===== src/rtl/gx_pkg.sv =====
package gx_pkg;
  localparam logic [7:0] A_IDENT  = 8'h00;
  localparam logic [7:0] A_MUX    = 8'h02;
  localparam logic [7:0] A_SUM_HI = 8'h05;
  localparam logic [7:0] A_SMK_HI = 8'h07;
  // per-port function codes, address = {code, port}
  localparam logic [6:0] F_DIR  = 7'h08;
  localparam logic [6:0] F_DOUT = 7'h09;
  localparam logic [6:0] F_DIN  = 7'h0A;
  localparam logic [6:0] F_OD   = 7'h0B;
  localparam logic [6:0] F_RISE = 7'h0C;
  localparam logic [6:0] F_FALL = 7'h0D;
  localparam logic [6:0] F_LVL  = 7'h0E;
  localparam logic [6:0] F_MSK  = 7'h0F;
  localparam logic [6:0] F_STAT = 7'h10;
  localparam logic [2:0] VAR_LITE = 3'b010;
endpackage


===== src/rtl/gx_sync.sv =====
module gx_sync #(
  parameter int W = 8
) (
  input  logic         clk,
  input  logic         rst_n,
  input  logic [W-1:0] d,
  output logic [W-1:0] q
);
  logic [W-1:0] meta;

  always_ff @(posedge clk or negedge rst_n) begin
    if (!rst_n) begin
      meta <= '0;
      q    <= '0;
    end else begin
      meta <= d;
      q    <= meta;
    end
  end
endmodule


===== src/rtl/gx_alert_cell.sv =====
// Per-pin alert detection and sticky status for one port.
module gx_alert_cell #(
  parameter int W = 8
) (
  input  logic         clk,
  input  logic         rst_n,
  input  logic [W-1:0] lvl_now,
  input  logic [W-1:0] rise_en,
  input  logic [W-1:0] fall_en,
  input  logic [W-1:0] lvl_hi,
  input  logic [W-1:0] clr,
  output logic [W-1:0] status
);
  logic [W-1:0] lvl_prev;
  logic [W-1:0] edge_hit;
  logic [W-1:0] level_hit;

  always_comb begin
    edge_hit  = (rise_en & lvl_now & ~lvl_prev) | (fall_en & ~lvl_now & lvl_prev);
    level_hit = ~(rise_en | fall_en) & ~(lvl_now ^ lvl_hi);
  end

  always_ff @(posedge clk or negedge rst_n) begin
    if (!rst_n) begin
      lvl_prev <= '0;
      status   <= '0;
    end else begin
      lvl_prev <= lvl_now;
      // edges are never lost to a clear; a held level returns one clock later
      status   <= (status & ~clr) | edge_hit | (level_hit & ~clr);
    end
  end
endmodule


===== src/rtl/gx_alert_summary.sv =====
// Vendor-defined summary bit, its mask and the shared alert line.
module gx_alert_summary (
  input  logic clk,
  input  logic rst_n,
  input  logic pend_any,
  input  logic vend_clr,
  input  logic msk_we,
  input  logic msk_d,
  output logic vend,
  output logic vmsk,
  output logic alert_n
);
  always_ff @(posedge clk or negedge rst_n) begin
    if (!rst_n) begin
      vend <= 1'b0;
      vmsk <= 1'b0;
    end else begin
      vend <= pend_any | (vend & ~vend_clr);
      if (msk_we) vmsk <= msk_d;
    end
  end

  assign alert_n = ~(vend & vmsk);
endmodule


===== src/rtl/gpio_alert_ctrl.sv =====
module gpio_alert_ctrl
  import gx_pkg::*;
#(
  parameter int         PW      = 8,
  parameter logic [2:0] VARIANT = 3'b000
) (
  input  logic            clk,
  input  logic            rst_n,
  input  logic [7:0]      reg_addr,
  input  logic            reg_we,
  input  logic [PW-1:0]   reg_wdata,
  output logic [PW-1:0]   reg_rdata,
  input  logic [2*PW-1:0] pin_in,
  output logic [2*PW-1:0] pin_out,
  output logic [2*PW-1:0] pin_oe,
  output logic [2*PW-1:0] pin_od,
  output logic [PW-1:0]   alt_sel,
  output logic            alert_n
);
  localparam int NP   = 2;
  localparam bit LITE = (VARIANT == VAR_LITE);

  logic [6:0]           fcode;
  logic [NP*PW-1:0]     dir_flat, dout_flat, od_flat, stat_flat, msk_flat;
  logic [NP-1:0][PW-1:0] rd_port;
  logic [NP-1:0]        pend;
  logic [PW-1:0]        mux_r;
  logic                 vend_q, vmsk_q;

  assign fcode = reg_addr[7:1];

  genvar p;
  generate
    for (p = 0; p < NP; p++) begin : g_port
      localparam bit LIVE = (p == 0) || !LITE;
      logic [PW-1:0] dir_r, dout_r, od_r, rise_r, fall_r, lvl_r, msk_r;
      logic [PW-1:0] sync_q, stat_q, clr;
      logic          wr_ok;

      assign wr_ok = LIVE && reg_we && (reg_addr[0] == p[0]);
      assign clr   = (wr_ok && fcode == F_STAT) ? reg_wdata : '0;

      always_ff @(posedge clk or negedge rst_n) begin
        if (!rst_n) begin
          dir_r  <= '0;
          dout_r <= '0;
          od_r   <= '0;
          rise_r <= '0;
          fall_r <= '0;
          lvl_r  <= '0;
          msk_r  <= '0;
        end else if (wr_ok) begin
          case (fcode)
            F_DIR:   dir_r  <= reg_wdata;
            F_DOUT:  dout_r <= reg_wdata;
            F_OD:    od_r   <= reg_wdata;
            F_RISE:  rise_r <= reg_wdata;
            F_FALL:  fall_r <= reg_wdata;
            F_LVL:   lvl_r  <= reg_wdata;
            F_MSK:   msk_r  <= reg_wdata;
            default: ;
          endcase
        end
      end

      gx_sync #(.W(PW)) u_sync (
        .clk(clk), .rst_n(rst_n), .d(pin_in[p*PW +: PW]), .q(sync_q)
      );

      gx_alert_cell #(.W(PW)) u_cell (
        .clk(clk), .rst_n(rst_n), .lvl_now(sync_q), .rise_en(rise_r),
        .fall_en(fall_r), .lvl_hi(lvl_r), .clr(clr), .status(stat_q)
      );

      assign pend[p] = LIVE && (|(stat_q & msk_r));

      always_comb begin
        rd_port[p] = '0;
        if (LIVE) begin
          case (fcode)
            F_DIR:   rd_port[p] = dir_r;
            F_DOUT:  rd_port[p] = dout_r;
            F_DIN:   rd_port[p] = sync_q;
            F_OD:    rd_port[p] = od_r;
            F_RISE:  rd_port[p] = rise_r;
            F_FALL:  rd_port[p] = fall_r;
            F_LVL:   rd_port[p] = lvl_r;
            F_MSK:   rd_port[p] = msk_r;
            F_STAT:  rd_port[p] = stat_q;
            default: rd_port[p] = '0;
          endcase
        end
      end

      assign dir_flat[p*PW +: PW]  = dir_r;
      assign dout_flat[p*PW +: PW] = dout_r;
      assign od_flat[p*PW +: PW]   = od_r;
      assign stat_flat[p*PW +: PW] = stat_q;
      assign msk_flat[p*PW +: PW]  = msk_r;
    end
  endgenerate

  always_ff @(posedge clk or negedge rst_n) begin
    if (!rst_n)                               mux_r <= '0;
    else if (reg_we && reg_addr == A_MUX)     mux_r <= reg_wdata;
  end

  gx_alert_summary u_sum (
    .clk(clk), .rst_n(rst_n), .pend_any(|pend),
    .vend_clr(reg_we && reg_addr == A_SUM_HI && reg_wdata[PW-1]),
    .msk_we(reg_we && reg_addr == A_SMK_HI), .msk_d(reg_wdata[PW-1]),
    .vend(vend_q), .vmsk(vmsk_q), .alert_n(alert_n)
  );

  always_comb begin
    reg_rdata = '0;
    if (fcode >= F_DIR && fcode <= F_STAT) begin
      reg_rdata = rd_port[reg_addr[0]];
    end else begin
      case (reg_addr)
        A_IDENT:  reg_rdata[4:2]    = VARIANT;
        A_MUX:    reg_rdata         = mux_r;
        A_SUM_HI: reg_rdata[PW-1]   = vend_q;
        A_SMK_HI: reg_rdata[PW-1]   = vmsk_q;
        default:  reg_rdata         = '0;
      endcase
    end
  end

  assign pin_out = dout_flat;
  assign pin_od  = od_flat;
  assign pin_oe  = dir_flat & ~(od_flat & dout_flat);
  assign alt_sel = ~mux_r;
endmodule


===== config.mk =====
export PLATFORM = sky130hd
export DESIGN_NAME = gpio_alert_ctrl
export DESIGN_NICKNAME = d
export VERILOG_FILES = /design/src/rtl/gx_pkg.sv /design/src/rtl/gx_sync.sv /design/src/rtl/gx_alert_cell.sv /design/src/rtl/gx_alert_summary.sv /design/src/rtl/gpio_alert_ctrl.sv
export SDC_FILE = /design/constraint.sdc
export NUM_CORES = 1
export LEC_CHECK = 0
export CAP_MARGIN = 20
export CORE_UTILIZATION = 50
export CTS_BUF_LIST = sky130_fd_sc_hd__clkbuf_8
export DETAILED_ROUTE_END_ITERATION = 7
export GPL_ROUTABILITY_DRIVEN = 0
export PLACE_DENSITY = 0.72
export RECOVER_POWER = 50
export SLEW_MARGIN = 10
export SYNTH_ARGS = -nofsm -noshare
export SYNTH_HDL_FRONTEND = slang
export SYNTH_SLANG_ARGS = --single-unit
export TNS_END_PERCENT = 100

===== constraint.sdc =====
create_clock -name clk -period 3.18 [get_ports clk]
set_clock_uncertainty 0.2 [all_clocks]
set_input_delay 0.477 -clock clk [delete_from_list [all_inputs] [get_ports clk]]
set_output_delay 0.477 -clock clk [all_outputs]
set_load 0.05 [all_outputs]

==> out/metrics.yaml <==
yosysTopAreaCell: "dfrtp_1"
post-dp-hpwl_mm: 17.3
synth-edff-count: 0
fill_cells: 1296
wire_per_inst_um: 22.5
wl_met1_mm: 10.5
grt_pass1_wl_mm: 38.8
multi_input_area_um2: 3880
area_growth_pct: 27.0
tightest_slew_ns: 2.05
final_cell_mix: "dfrtp_1, mux2_2, nand2_1, clkdlybuf4s50_1, buf_4"
final_nets: 895
start_util_pct: 51.7
drt.antenna.violating_nets: 0
netlist_top_cells_area: "dfrtp_1, mux2_2, mux4_2"
fmax_ghz: 0.319
r2r_setup_slack_ns: 1.48
synth_seq_cells: 186
async_reset_ff_share_pct: 100
die-area_um2: 17900
arrival_ns: 2.45
p_sw_mw: 1.37
placeableCoreArea_um2: 16800
layout_commonest_cell: "dfrtp_1"
cts_made_buffers: 17
clkLatencyLatePin_ns: 0.47
clock_path_buffers: 2
maxSlewViolCount: 77
critPathRequiredTime_ns: 2.50
fp-row-count: 47
h-tree-depth: 4
cts_tree: "done"
clockPowerShare_pct: 31.9
drc: 0
worstSetupStartpoint: "reg_addr[7]"
io_pins: 100
critPathCaptureType: "primary output"
power_frac_comb_pct: 14.1
synthesis.area_um2: 8670
fin_crit_sh_pct: 98.5
wirelength_mm: 24.6
drt_iter0_drc: 570
grt_overflow: 0
clk_pin_slew_worst_paths_ns: 0.10
fin_crit_ns: 3.13
synth-main-ff-cell: "dfrtp_1"
final_area_um2: 11000
synth_fp_nets: 734
wl_met3_mm: 1.65
num_antenna_cells: 0
vdd_drop_max_mv: 0.290
num_vias: 6546
grt_setup_unrepaired: "true"
seqCellArea_um2: 4650
failed_checks: "capacitance limit, slew limit"
grt_pass1_vias: 6773
hold_start: "g_port[0].u_sync.meta[4]"
die_w_um: 134
criticalPathCategory: "in2out"
startpoint_type: "primary input"
clockRootBuffer: "clkbuf_8"
r2r-start: "g_port[0].u_cell.status[5]"
syn_area_per_cell_um2: 12.4
yosysSeqAreaShare_pct: 53.7
p_per_area_nw_per_um2: 432
final_layout_size_suffix_gt1_share_pct: 34.1
synth_top_area_share_pct: 53.7
grt_max_degree: 78
slew_headroom_pct: -36.9
chipHeight_um: 134
power_mw: 4.76
setup_viol: 0
top_layer: "met4"
cap_violations: 1
worstPathMaxFanout: 7
yosys_warnings: 0
hold_violations: 0
io_buffers: 99
swShare_pct: 28.8
clkSinkCount: 186
antenna_found_initial: 0
hold_class: "reg2reg"
p_leak_nw: 4.81
synthCells: 699
outcome: "finished, violations left"
drtPass1Iterations: 5
grt_use_total_pct: 29.3
via_per_inst: 5.99
p_int_mw: 3.38
ys_types: 61
power_frac_seq_pct: 54.0
wl_met2_mm: 11.7
placed_area_um2: 10500
[routing by layer]
metal,global-route usage [%],up-vias
met4,11.3,0
met5,0,-
met1,40.0,3352
met2,46.3,279
li1,-,2866
met3,6.05,49
[synth_stat cells (3+ instances only)]
cell type and number:
dfrtp_1 186, a22o_1 3, xnor2_1 15, nand2_2 3, o22ai_1 15, nand2_1 75, and3_1 4, a22oi_1 9
nor2_2 3, mux2i_1 20, nand2b_1 3, a31oi_1 3, a21boi_0 18, clkbuf_1 20, mux4_2 16, inv_1 10
o21ai_0 9, or2_1 10, or2_2 6, nor2_1 25, buf_2 9, o211ai_1 7, mux2_2 123, o2bb2ai_1 3
buf_4 3, nand3_1 14, a21oi_1 36, a221oi_1 6
[final timing paths]
path                                         endpoint  cells after the start
min                             g_port[0].u_sync.q[4]                      0
max in group asynchronous  g_port[0].u_cell.status[4]                      3
max                                      reg_rdata[0]                     10
max reg2reg                                u_sum.vend                      4
min reg2reg                     g_port[0].u_sync.q[4]                      0
min in group asynchronous          g_port[0].dir_r[4]                      2
[area by class of cell]
| class | count | area share (%) |
|---|---|---|
| Sequential cell | 186 | 42.3 |
| Multi-Input combinational cell | 466 | 35.3 |
| Inverter | 11 | 0.375 |
| Clock buffer | 17 | 2.13 |
| Clock inverter | 15 | 1.31 |
| Timing Repair Buffer | 178 | 16.1 |
| Tap cell | 220 | 2.50 |
[worst max-delay path, cell delays in order]
cell and delay, ns:
buf_6 0.09, or4_4 0.57, buf_12 0.15, nor4_4 0.30, buf_6 0.19, a221o_1 0.17, a21oi_2 0.04, a211oi_2 0.16
buf_4 0.16, buf_12 0.13
[per-stage QoR]
step | hold WS (ns) | utilization [%] | TNS, ns | std cells | setup WS, ns
final | 0.156 | 65.7 | 0 | 1093 | 0.0481
after global routing | 0.165 | 65.7 | -0.0331 | 1093 | -0.0218
after CTS | 0.158 | 65.6 | 0 | 1094 | 0.000318
after detailed placement | 0.136 | 62.9 | -3.44 | 1057 | -0.384
after global placement | 0.133 | 62.9 | -2.60 | 1057 | -0.337
after floorplan | -0.0186 | - | -0.0548 | 699 | -0.0548
[power groups by stage]
stage                     Sequential (mW)  Combinational [mW]  Clock [mW]
after global routing                 2.58               0.716        1.64
after floorplan                      2.65               0.325           0
final                                2.57               0.672        1.52
after global placement               2.60               0.655           0
after detailed placement             2.61               0.670           0
after CTS                            2.57               0.677        1.55
[kinds of logic after synthesis]
family	count (synthesis)	synth area share, %
xor gates and xnor gates	16	1.62
buffers and inverters	47	2.47
DFF	186	53.7
and+or+nand+nor	161	9.47
muxes	160	22.6
AOI/OAI and AO/OA	129	10.2
[repair_timing]
item,CTS,global route
pin swaps,5,5
endpoints found under the hold margin,73,0
hold buffers,1,0
endpoints found under the setup margin,8,8
setup buffers,4,0
gates resized for setup,22,12
Power figures use the tool's default switching activity.
